[config.mk]
export PLATFORM = sky130hd
export DESIGN_NAME = rtc_bcd_calendar
export DESIGN_NICKNAME = d
export VERILOG_FILES = /design/src/rtl/rtc_cal_pkg.sv /design/src/rtl/rtc_cal_next.sv /design/src/rtl/rtc_cal_regs.sv /design/src/rtl/rtc_bcd_calendar.sv
export SDC_FILE = /design/constraint.sdc
export NUM_CORES = 1
export LEC_CHECK = 0
export ABC_AREA = 1
export CORE_MARGIN = 2
export CORE_UTILIZATION = 30
export CTS_CLUSTER_DIAMETER = 150
export DETAILED_ROUTE_END_ITERATION = 8
export PLACE_DENSITY = 0.54
export SETUP_SLACK_MARGIN = 0.02
export SYNTH_ARGS = -nofsm -noshare
export SYNTH_HDL_FRONTEND = slang
export SYNTH_SLANG_ARGS = --single-unit
[constraint.sdc]
create_clock -name clk -period 3.3 [get_ports clk]
set_input_delay 0.66 -clock clk [delete_from_list [all_inputs] [get_ports clk]]
set_output_delay 0.66 -clock clk [all_outputs]
set_load 0.01 [all_outputs]
[src/rtl/rtc_cal_pkg.sv]
`timescale 1ns/1ps
package rtc_cal_pkg;

    localparam int NUM_FIELDS     = 8;
    localparam int FIELD_W        = 8;
    localparam int CTL_EDIT_BIT   = 7;
    localparam int CTL_FREEZE_BIT = 6;
    localparam int CAL_WIDTH      = 5;

    typedef enum logic [1:0] {
        ST_IDLE = 2'd0,
        ST_COPY = 2'd1,
        ST_LOAD = 2'd2
    } seq_state_t;

    // second occupies slot 0 (LSB byte), century slot 7
    typedef struct packed {
        logic [7:0] cent;
        logic [7:0] year;
        logic [7:0] month;
        logic [7:0] date;
        logic [7:0] wday;
        logic [7:0] hour;
        logic [7:0] minute;
        logic [7:0] second;
    } cal_time_t;

    function automatic logic bcd_ok(logic [7:0] v);
        return (v[7:4] <= 4'd9) && (v[3:0] <= 4'd9);
    endfunction

    // returns {carry, next value}
    function automatic logic [8:0] bcd_step(logic [7:0] v, logic [7:0] lo, logic [7:0] hi);
        if (!bcd_ok(v) || (v < lo) || (v > hi))
            return {1'b0, lo};
        else if (v == hi)
            return {1'b1, lo};
        else if (v[3:0] == 4'd9)
            return {1'b0, v[7:4] + 4'd1, 4'd0};
        else
            return {1'b0, v[7:4], v[3:0] + 4'd1};
    endfunction

    function automatic logic leap_year(logic [7:0] yr);
        if (yr[4])
            return (yr[3:0] == 4'd2) || (yr[3:0] == 4'd6);
        else
            return (yr[3:0] == 4'd0) || (yr[3:0] == 4'd4) || (yr[3:0] == 4'd8);
    endfunction

    function automatic logic [7:0] month_days(logic [7:0] mon, logic [7:0] yr);
        case (mon)
            8'h02:                      return leap_year(yr) ? 8'h29 : 8'h28;
            8'h04, 8'h06, 8'h09, 8'h11: return 8'h30;
            default:                    return 8'h31;
        endcase
    endfunction

    // low address nibble -> {hit, slot}
    function automatic logic [3:0] slot_of(logic [3:0] off);
        case (off)
            4'h9:    return {1'b1, 3'd0};
            4'hA:    return {1'b1, 3'd1};
            4'hB:    return {1'b1, 3'd2};
            4'hC:    return {1'b1, 3'd3};
            4'hD:    return {1'b1, 3'd4};
            4'hE:    return {1'b1, 3'd5};
            4'hF:    return {1'b1, 3'd6};
            4'h1:    return {1'b1, 3'd7};
            default: return 4'b0000;
        endcase
    endfunction

    function automatic logic [7:0] field_reset(int idx, logic [7:0] cent);
        case (idx)
            3, 4, 5: return 8'h01;
            7:       return cent;
            default: return 8'h00;
        endcase
    endfunction

endpackage

[src/rtl/rtc_cal_next.sv]
`timescale 1ns/1ps
module rtc_cal_next
    import rtc_cal_pkg::*;
(
    input  cal_time_t cur,
    output cal_time_t nxt
);

    logic [8:0] s_sec, s_min, s_hour, s_wday, s_date, s_mon, s_year, s_cent;
    logic [7:0] date_max;

    always_comb begin
        date_max = month_days(cur.month, cur.year);
        s_sec    = bcd_step(cur.second, 8'h00, 8'h59);
        s_min    = bcd_step(cur.minute, 8'h00, 8'h59);
        s_hour   = bcd_step(cur.hour,   8'h00, 8'h23);
        s_wday   = bcd_step(cur.wday,   8'h01, 8'h07);
        s_date   = bcd_step(cur.date,   8'h01, date_max);
        s_mon    = bcd_step(cur.month,  8'h01, 8'h12);
        s_year   = bcd_step(cur.year,   8'h00, 8'h99);
        s_cent   = bcd_step(cur.cent,   8'h00, 8'h99);
    end

    always_comb begin
        nxt        = cur;
        nxt.second = s_sec[7:0];
        if (s_sec[8]) begin
            nxt.minute = s_min[7:0];
            if (s_min[8]) begin
                nxt.hour = s_hour[7:0];
                if (s_hour[8]) begin
                    nxt.wday = s_wday[7:0];
                    nxt.date = s_date[7:0];
                    if (s_date[8]) begin
                        nxt.month = s_mon[7:0];
                        if (s_mon[8]) begin
                            nxt.year = s_year[7:0];
                            if (s_year[8])
                                nxt.cent = s_cent[7:0];
                        end
                    end
                end
            end
        end
    end

endmodule

[src/rtl/rtc_cal_regs.sv]
`timescale 1ns/1ps
module rtc_cal_regs
    import rtc_cal_pkg::*;
#(
    parameter int         ADDR_W        = 15,
    parameter logic [7:0] RESET_CENTURY = 8'h20
) (
    input  logic              clk,
    input  logic              rst_n,
    input  logic [ADDR_W-1:0] addr,
    input  logic              wr_en,
    input  logic              rd_en,
    input  logic [7:0]        wdata,
    output logic [7:0]        rdata,
    input  logic              refresh,
    input  cal_time_t         live,
    output cal_time_t         copy,
    output logic              freeze,
    output logic              edit,
    output logic              load_req
);

    localparam int         OFF_W   = 4;
    localparam int         CTL_PAD = FIELD_W - 2 - CAL_WIDTH;
    localparam logic [3:0] CTL_OFF = 4'h8;

    logic                          in_win;
    logic [OFF_W-1:0]              off;
    logic [3:0]                    slot_sel;
    logic                          ctl_hit;
    logic [7:0]                    ctl_q;
    logic [NUM_FIELDS*FIELD_W-1:0] copy_bits;
    logic [NUM_FIELDS*FIELD_W-1:0] live_bits;
    logic [7:0]                    rd_mux;

    assign in_win    = &addr[ADDR_W-1:OFF_W];
    assign off       = addr[OFF_W-1:0];
    assign slot_sel  = slot_of(off);
    assign ctl_hit   = wr_en && in_win && (off == CTL_OFF);
    assign live_bits = live;
    assign copy      = copy_bits;
    assign edit      = ctl_q[CTL_EDIT_BIT];
    assign freeze    = ctl_q[CTL_FREEZE_BIT];
    assign load_req  = ctl_hit && ctl_q[CTL_EDIT_BIT] && !wdata[CTL_EDIT_BIT];

    generate
        for (genvar i = 0; i < NUM_FIELDS; i++) begin : g_slot
            localparam logic [7:0] RST_V = field_reset(i, RESET_CENTURY);
            logic       host_hit;
            logic [7:0] slot_q;

            assign host_hit = wr_en && in_win && edit && slot_sel[3] && (slot_sel[2:0] == 3'(i));

            always_ff @(posedge clk) begin
                if (!rst_n)
                    slot_q <= RST_V;
                else if (refresh)
                    slot_q <= live_bits[i*FIELD_W +: FIELD_W];
                else if (host_hit)
                    slot_q <= wdata;
            end

            assign copy_bits[i*FIELD_W +: FIELD_W] = slot_q;
        end
    endgenerate

    always_ff @(posedge clk) begin
        if (!rst_n)
            ctl_q <= 8'h00;
        else if (ctl_hit)
            ctl_q <= {wdata[CTL_EDIT_BIT], wdata[CTL_FREEZE_BIT], {CTL_PAD{1'b0}}, wdata[CAL_WIDTH-1:0]};
    end

    always_comb begin
        if (!in_win)
            rd_mux = 8'h00;
        else if (off == CTL_OFF)
            rd_mux = ctl_q;
        else if (slot_sel[3])
            rd_mux = copy_bits[{slot_sel[2:0], 3'b000} +: FIELD_W];
        else
            rd_mux = 8'h00;
    end

    always_ff @(posedge clk) begin
        if (!rst_n)
            rdata <= 8'h00;
        else if (rd_en)
            rdata <= rd_mux;
    end

endmodule

[src/rtl/rtc_bcd_calendar.sv]
`timescale 1ns/1ps
module rtc_bcd_calendar
    import rtc_cal_pkg::*;
#(
    parameter int         ADDR_W        = 15,
    parameter logic [7:0] RESET_CENTURY = 8'h20
) (
    input  logic              clk,
    input  logic              rst_n,
    input  logic              tick,
    input  logic [ADDR_W-1:0] addr,
    input  logic              wr_en,
    input  logic              rd_en,
    input  logic [7:0]        wdata,
    output logic [7:0]        rdata
);

    localparam cal_time_t CNT_RST = {RESET_CENTURY, 8'h00, 8'h01, 8'h01, 8'h01, 24'h000000};

    seq_state_t state_q, state_d;
    cal_time_t  cnt_q, step_in, step_out, copy_v;
    logic       freeze, edit, load_req, refresh;

    rtc_cal_regs #(
        .ADDR_W        (ADDR_W),
        .RESET_CENTURY (RESET_CENTURY)
    ) u_regs (
        .clk      (clk),
        .rst_n    (rst_n),
        .addr     (addr),
        .wr_en    (wr_en),
        .rd_en    (rd_en),
        .wdata    (wdata),
        .rdata    (rdata),
        .refresh  (refresh),
        .live     (cnt_q),
        .copy     (copy_v),
        .freeze   (freeze),
        .edit     (edit),
        .load_req (load_req)
    );

    rtc_cal_next u_next (
        .cur (step_in),
        .nxt (step_out)
    );

    // state register
    always_ff @(posedge clk) begin
        if (!rst_n)
            state_q <= ST_IDLE;
        else
            state_q <= state_d;
    end

    // transitions
    always_comb begin
        state_d = state_q;
        unique case (state_q)
            ST_IDLE: begin
                if (load_req)  state_d = ST_LOAD;
                else if (tick) state_d = ST_COPY;
            end
            ST_COPY: begin
                if (load_req)  state_d = ST_LOAD;
                else if (tick) state_d = ST_COPY;
                else           state_d = ST_IDLE;
            end
            ST_LOAD: begin
                if (tick) state_d = ST_COPY;
                else      state_d = ST_IDLE;
            end
            default: state_d = ST_IDLE;
        endcase
    end

    // state outputs
    always_comb begin
        refresh = 1'b0;
        step_in = cnt_q;
        unique case (state_q)
            ST_IDLE: ;
            ST_COPY: refresh = !freeze && !edit;
            ST_LOAD: step_in = copy_v;
            default: ;
        endcase
    end

    // live counters
    always_ff @(posedge clk) begin
        if (!rst_n)
            cnt_q <= CNT_RST;
        else if (state_q == ST_LOAD)
            cnt_q <= tick ? step_out : copy_v;
        else if (tick)
            cnt_q <= step_out;
    end

endmodule

* Word level (Yosys, flattened, before mapping) *
Memories as Yosys holds them, arrays and structs flattened.
Index checks and enable logic that the tools add are counted.

operators by class
  add/sub/neg operators = 16
  reduce and logical (&&, ||, !) cells = 67
  muxes and demuxes = 63
  equal/unequal tests = 36
  $lt $le $gt $ge = 32
  shift-type cells = 1

operators with widths
  cell                                                                   count
  64-bit two-way mux                                                     4
  8-bit two-way mux                                                      32
  9-bit two-way mux                                                      12
  4-bit by 1-bit adder with 4-bit output, second input constant          16
  4-bit less-or-equal comparator, second input constant                  16
  8-bit by 1-bit < comparator with 1-bit output, second input constant   8
  64-bit by 7-bit variable part select with 8-bit output                 1
  56-bit two-way mux                                                     1
  48-bit two-way mux                                                     1
  4-bit equality test, second input constant                             10
  40-bit two-way mux                                                     1
  8-bit by 3-bit equality test with 1-bit output, second input constant  3
  24-bit two-way mux                                                     1
  1-bit logical AND                                                      23
  1-bit logical OR                                                       19
  2-bit nonzero test                                                     9
  8-bit by 5-bit equality test with 1-bit output, second input constant  2
  8-bit by 7-bit equality test with 1-bit output, second input constant  2
  8-bit equality test, second input constant                             2
  8-bit by 7-bit > comparator with 1-bit output, second input constant   2
  8-bit > comparator, second input constant                              2
  16-bit two-way mux                                                     1
  8-bit one-hot mux with 2 select lines                                  1
  3-bit equality test, second input constant                             4
  24 further kinds                                                       42

storage, ports and cells
  output and inout port bits = 8
  memories kept = 1
  memory bits (read-only) = 64
  bits in registers = 145

memories
  name              depth  bits a word  rd ports  clocked after memory_dff  wr ports  RTL line           text
  (name not given)  16     4            1         0                         0         rtc_cal_pkg.sv:61  case (off)

* Logic depth before layout (Yosys ltp) *
  depth after elaboration = 18
  mapped depth = 27
  mapped depth without buffers = 24

* By module *
Synthesis repeated with hierarchy kept, for this count alone.

unflattened totals
  cell total of the unflattened synthesis = 1761
  area, all modules = 10436.3 µm²

by module, submodules not included
  module            cells each  times used  area an instance (µm²)
  rtc_cal_regs      701         1           4356.7
  rtc_bcd_calendar  612         1           3737.3
  rtc_cal_next      448         1           2342.2

* Worst setup path before layout *
No wires, ideal clock.

  path kind = reg-to-reg
  start point = reg state_q[1]
  end point = reg cnt_q[63] (netlist bit)
  slack = 0.141 ns
  setup time = 0.070 ns
  path buffers = 7
  data arrival time = 3.089 ns
  clock period less this slack = 3.159 ns
  stages on the path, launching flop included = 24
  cells stage by stage = dfxtp_1 buf_6 nand2_8 buf_6 buf_6 buf_6 buf_2 buf_2 o21ai_0 inv_1 ha_1 or2_2 nand3_1 nand2_1 nand2_1 inv_1 nand3_2 nor2_8 buf_6 nand3_1 nand2_1 nor2_1 nand2_1 a21oi_1

between the ends
  cells in the longest elaborated chain, start to end = 18

ends and longest elaborated chain
  what                                                                                 RTL line                                        text
  from (decl)                                                                          rtc_bcd_calendar.sv:20                          seq_state_t state_q, state_d;
  from (signal assigned)                                                               rtc_bcd_calendar.sv:53                          state_q <= state_d;
  2-bit equality test (*)                                                              rtc_bcd_calendar.sv:81, rtc_bcd_calendar.sv:93
  64-bit two-way mux                                                                   rtc_bcd_calendar.sv:81                          unique case (state_q)
  4-bit by 3-bit equality test with 1-bit output or 4-bit logical NOT (tied branches)  rtc_cal_pkg.sv:48                               return (yr[3:0] == 4'd0) || (yr[3:0] == 4'd4) || (yr[3:0] == 4'd8);
  1-bit logical OR (2 in a row)                                                        rtc_cal_pkg.sv:48
  1-bit two-way mux                                                                    rtc_cal_pkg.sv:45                               if (yr[4])
  1-bit two-way mux                                                                    rtc_cal_pkg.sv:52                               case (mon)
  1-bit two-way mux                                                                    rtc_cal_pkg.sv:53                               8'h02: return leap_year(yr) ? 8'h29 : 8'h28;
  8-bit one-hot mux with 2 select lines                                                rtc_cal_pkg.sv:52
  8-bit > comparator or 8-bit equality test (tied branches)                            rtc_cal_pkg.sv:34, rtc_cal_pkg.sv:36
  1-bit logical OR or 9-bit two-way mux (tied branches)                                rtc_cal_pkg.sv:34, rtc_cal_pkg.sv:36
  9-bit two-way mux                                                                    rtc_cal_pkg.sv:34                               if (!bcd_ok(v) || (v < lo) || (v > hi))
  24-bit two-way mux                                                                   rtc_cal_next.sv:34                              if (s_date[8]) begin
  40-bit two-way mux                                                                   rtc_cal_next.sv:31                              if (s_hour[8]) begin
  48-bit two-way mux                                                                   rtc_cal_next.sv:29                              if (s_min[8]) begin
  56-bit two-way mux                                                                   rtc_cal_next.sv:27                              if (s_sec[8]) begin
  64-bit two-way mux, on equally long branches                                         rtc_bcd_calendar.sv:95, rtc_bcd_calendar.sv:94
  64-bit two-way mux                                                                   rtc_bcd_calendar.sv:93                          else if (state_q == ST_LOAD)
  to (signal assigned)                                                                 rtc_bcd_calendar.sv:94                          cnt_q <= tick ? step_out : copy_v;
  to (signal assigned)                                                                 rtc_bcd_calendar.sv:96                          cnt_q <= step_out;
  to (decl)                                                                            rtc_bcd_calendar.sv:21                          cal_time_t cnt_q, step_in, step_out, copy_v;

Every way passes the cells marked *; elsewhere a longest branch is shown, timed or not. The select of a mux whose other input is x is not followed.
A chain may end at the register's enable or synchronous reset.

* Worst setup path after layout *
  start point = reg state_q[1]
  end point = reg cnt_q[47] (netlist bit)

The elaborated chain is that of the path after synthesis.

==> out/metrics.yaml <==
global_routing:
  grt_max_degree: 62
  grt_pass1_wl_mm: 50.1
  overflow: 0
  grt_pass1_vias: 9158
  grt_use_total_pct: 18.9
  grt_antenna_before_repair: 0
power:
  switching_share_pct: 27.1
  clkPwrFrac_pct: 44.9
  intPower_uw: 3150
  pwr-share-comb_pct: 12.7
  power.switching_uw: 1170
  peakVddDrop_mv: 0.311
  power_density_mw_per_mm2: 378
  seq_power_share_pct: 42.5
  p_leak_uw: 0.00496
layout:
  drive_above_1_share_pct: 13.0
  final_core_util_pct: 36.2
  layout.nets: 1615
  syn2layout_area_growth_pct: 18.8
  diodes: 0
setup_path:
  slowest_stage: "dfxtp_4"
  crit_type: "reg2reg"
  crit_path_end: "cnt_q[47]$_SDFFE_PN0P_"
  slowest_delay_ns: 0.37
  path_buf_inv: 7
  arrival_ns: 3.46
  worst-path-stages: 25
  cp_max_fo: 6
  r2r-start: "state_q[1]$_SDFFE_PN0P_"
  path_delay_family: "simple AND/OR/NAND/NOR gates"
  cp-end-kind: "flop"
  cp_data_required_time_ns: 3.66
  r2r_setup_slack_ns: 0.20
  rr_endpoint: "cnt_q[47]$_SDFFE_PN0P_"
  reg2reg_depth: 25
  start_kind: "flop"
  path_common_cell: "nor2_4"
  cp-startpoint: "state_q[1]$_SDFFE_PN0P_"
sta:
  maxSlewHeadroom_pct: 49.3
  fin_skew_ns: 0.00996
  setup_viol: 0
  min_period_ns: 3.10
  hold_violations: 0
  fin_crit_sh_pct: 94.0
  fin_ws_ns: 0.199
  max_freq_ghz: 0.322
  worst_pin_slew_ns: 0.752
  slew_violations: 0
clocking:
  h-tree-depth: 4
  cts.root.buffer_cell: "clkbuf_16"
  cts_max_path_buffers: 2
  clkSinkCount: 145
  clk_pin_slew_worst_paths_ns: 0.06
  cts_buffers: 17
  ctsHoldBuffers: 0
  clkLatencyLatePin_ns: 0.43
  cts_tree: "done"
drt:
  wl_per_cell_microns: 16.1
  vias: 9922
  drc: 0
  ant_nets: 0
  drt-vias-per-instance: 5.04
  wl_mm: 31.6
  drtIter0Drc: 895
  dr.pass1.iters: 6
floorplanning:
  initial_core_util_pct: 30.5
  die-area_sq_mm: 0.0335
  ioPinCount: 36
  die_x_microns: 183
  num_rows: 65
  fp.coreArea_sq_mm: 0.0316
  die_y_microns: 183
synth:
  ys_types: 63
  synth.area.top_cells: "dfxtp_1 30%, nand2_1 14%, a21oi_1 8.9%"
  synth.net_count: 1553
  syn_area_sq_mm: 0.00963
  yosysWarnings: 0
  synth_most_common_cell: "nand2_1"
  ys_seq_area_share_pct: 30.2
  synth.top_cell.area_share_pct: 30.2
  synth.largest_area_cell: "dfxtp_1"
  syn_area_per_cell_sq_um: 6.46
  synth_edf_count: 0
  synthFlopType: "dfxtp_1"
  synthCells: 1491
  async_reset_ff_share_pct: 0
  ys_seq_elements: 145
  synth_top_cells_by_count: "347 x nand2_1, 176 x inv_1, 171 x a21oi_1"
placement:
  detailedPlace.worstSlack_ns: -0.332
  hpwl_mm: 22.5
  globalplace.congestion: 0.881
  port_buffers: 35
run:
  drv_cap: 0
worst_hold_path:
  hold_path_class: "reg2reg"
run_status:
  run_status: "complete, no violations"
==> worst register-to-register path: cells and delay by family, from the launching register on <==
family                   cells  cell delay [ns]
flip-flops                   1             0.37
AO/OA/AOI/OAI                3             0.39
AND/OR/NAND/NOR             14             1.38
adder cells (fa/ha/maj)      1             0.28
buffers and inverters        7             0.61
==> registers in the layout, summed over array words and instances (netlist names) <==
register / count
cnt_q: 64
u_regs.rdata: 8
state_q: 2
u_regs.g_slot.slot_q: 64
u_regs.ctl_q: 7
==> layout by cell type, fill, tap and decap left out, drive strengths merged, types with 2 or more instances in the layout <==
| cell type | count |
|---|---|
| o311ai | 2 |
| o2111ai | 6 |
| a21oi | 171 |
| clkinv | 14 |
| dfxtp | 145 |
| bufinv | 2 |
| nand3b | 5 |
| xor2 | 7 |
| nand3 | 125 |
| o21ai | 113 |
| clkdlybuf4s50 | 34 |
| nand2 | 371 |
| nor3 | 18 |
| o21a | 3 |
| nor2 | 136 |
| buf | 78 |
| a21boi | 3 |
| o221ai | 2 |
| nand4 | 18 |
| inv | 186 |
| ha | 34 |
| o211ai | 8 |
| a2bb2oi | 3 |
| o22ai | 5 |
| nor3b | 3 |
| a211oi | 8 |
| o21bai | 3 |
| or2 | 7 |
| clkbuf | 21 |
| a22oi | 14 |
| a31oi | 6 |
| a32oi | 2 |
==> kinds of logic after synthesis <==
logic type               count (synthesis)  synth area share, %
AND/OR/NAND/NOR                        685                 32.1
AO/OA/AOI/OAI                          358                 21.3
buffers and inverters                  262                 11.4
flip-flops                             145                 30.2
adder cells (fa/ha/maj)                 34                 4.42
XOR/XNOR                                 7                0.637
==> worst min-delay path by stage <==
| stage | from | slack [ns] | cells past startpoint | to |
|---|---|---|---|---|
| 2_1_floorplan | u_regs.g_slot[4].slot_q[4]$_SDFFE_PN0P_ | 0.45 | 2 | u_regs.g_slot[4].slot_q[4]$_SDFFE_PN0P_ |
| 5_1_grt | u_regs.rdata[0]$_SDFFE_PN0P_ | 0.49 | 2 | u_regs.rdata[0]$_SDFFE_PN0P_ |
| 4_1_cts | u_regs.rdata[7]$_SDFFE_PN0P_ | 0.47 | 2 | u_regs.rdata[7]$_SDFFE_PN0P_ |
| 3_3_place_gp | u_regs.g_slot[4].slot_q[4]$_SDFFE_PN0P_ | 0.45 | 2 | u_regs.g_slot[4].slot_q[4]$_SDFFE_PN0P_ |
| 6_report | u_regs.rdata[7]$_SDFFE_PN0P_ | 0.46 | 2 | u_regs.rdata[7]$_SDFFE_PN0P_ |
| 3_5_place_dp | u_regs.rdata[7]$_SDFFE_PN0P_ | 0.46 | 2 | u_regs.rdata[7]$_SDFFE_PN0P_ |
==> power groups by stage <==
stage / registers, uW / logic, uW / clock network (uW)
6_report: 1840 / 549 / 1940
3_3_place_gp: 1870 / 532 / 0
5_1_grt: 1840 / 606 / 2040
2_1_floorplan: 1860 / 336 / 0
3_5_place_dp: 1870 / 534 / 0
4_1_cts: 1840 / 539 / 1950
==> metrics by stage <==
stage | setup TNS, ns | cells | instance area, sq um | hold slack, ns | total power, uW
final | 0 | 1967 | 11400 | 0.462 | 4320
after CTS | 0 | 1961 | 11300 | 0.466 | 4320
after detailed placement | -5.86 | 1923 | 10600 | 0.457 | 2410
after global placement | -3.82 | 1923 | 10600 | 0.454 | 2410
after global routing | -0.00951 | 1967 | 11400 | 0.495 | 4490
after floorplan | 0 | 1491 | 9630 | 0.445 | 2200
==> cell type report <==
| cell class | count | area, sq um |
|---|---|---|
| fillers | 3411 | 20100 |
| multi-input cells | 1084 | 5720 |
| flip-flops and latches | 145 | 2910 |
| repair buffers | 112 | 985 |
| inverters | 193 | 734 |
| well taps | 402 | 503 |
| clock buffers | 21 | 470 |
| clock inverters | 10 | 110 |
==> routing by layer <==
metal	up-vias	GRT usage, %	wire length (microns)
li1	5026	-	-
met1	4588	26.9	15600
met2	269	29.8	13900
met3	39	2.80	1600
met4	0	4.86	457
met5	-	0	0
==> repair_timing <==
item | in CTS | in global routing
setup buffers | 7 | 6
resized for setup | 9 | 20
setup endpoints to repair | 26 | 41
gates cloned | 0 | 0
pin swaps | 5 | 14
No activity file was read; power rests on OpenSTA's default activity.
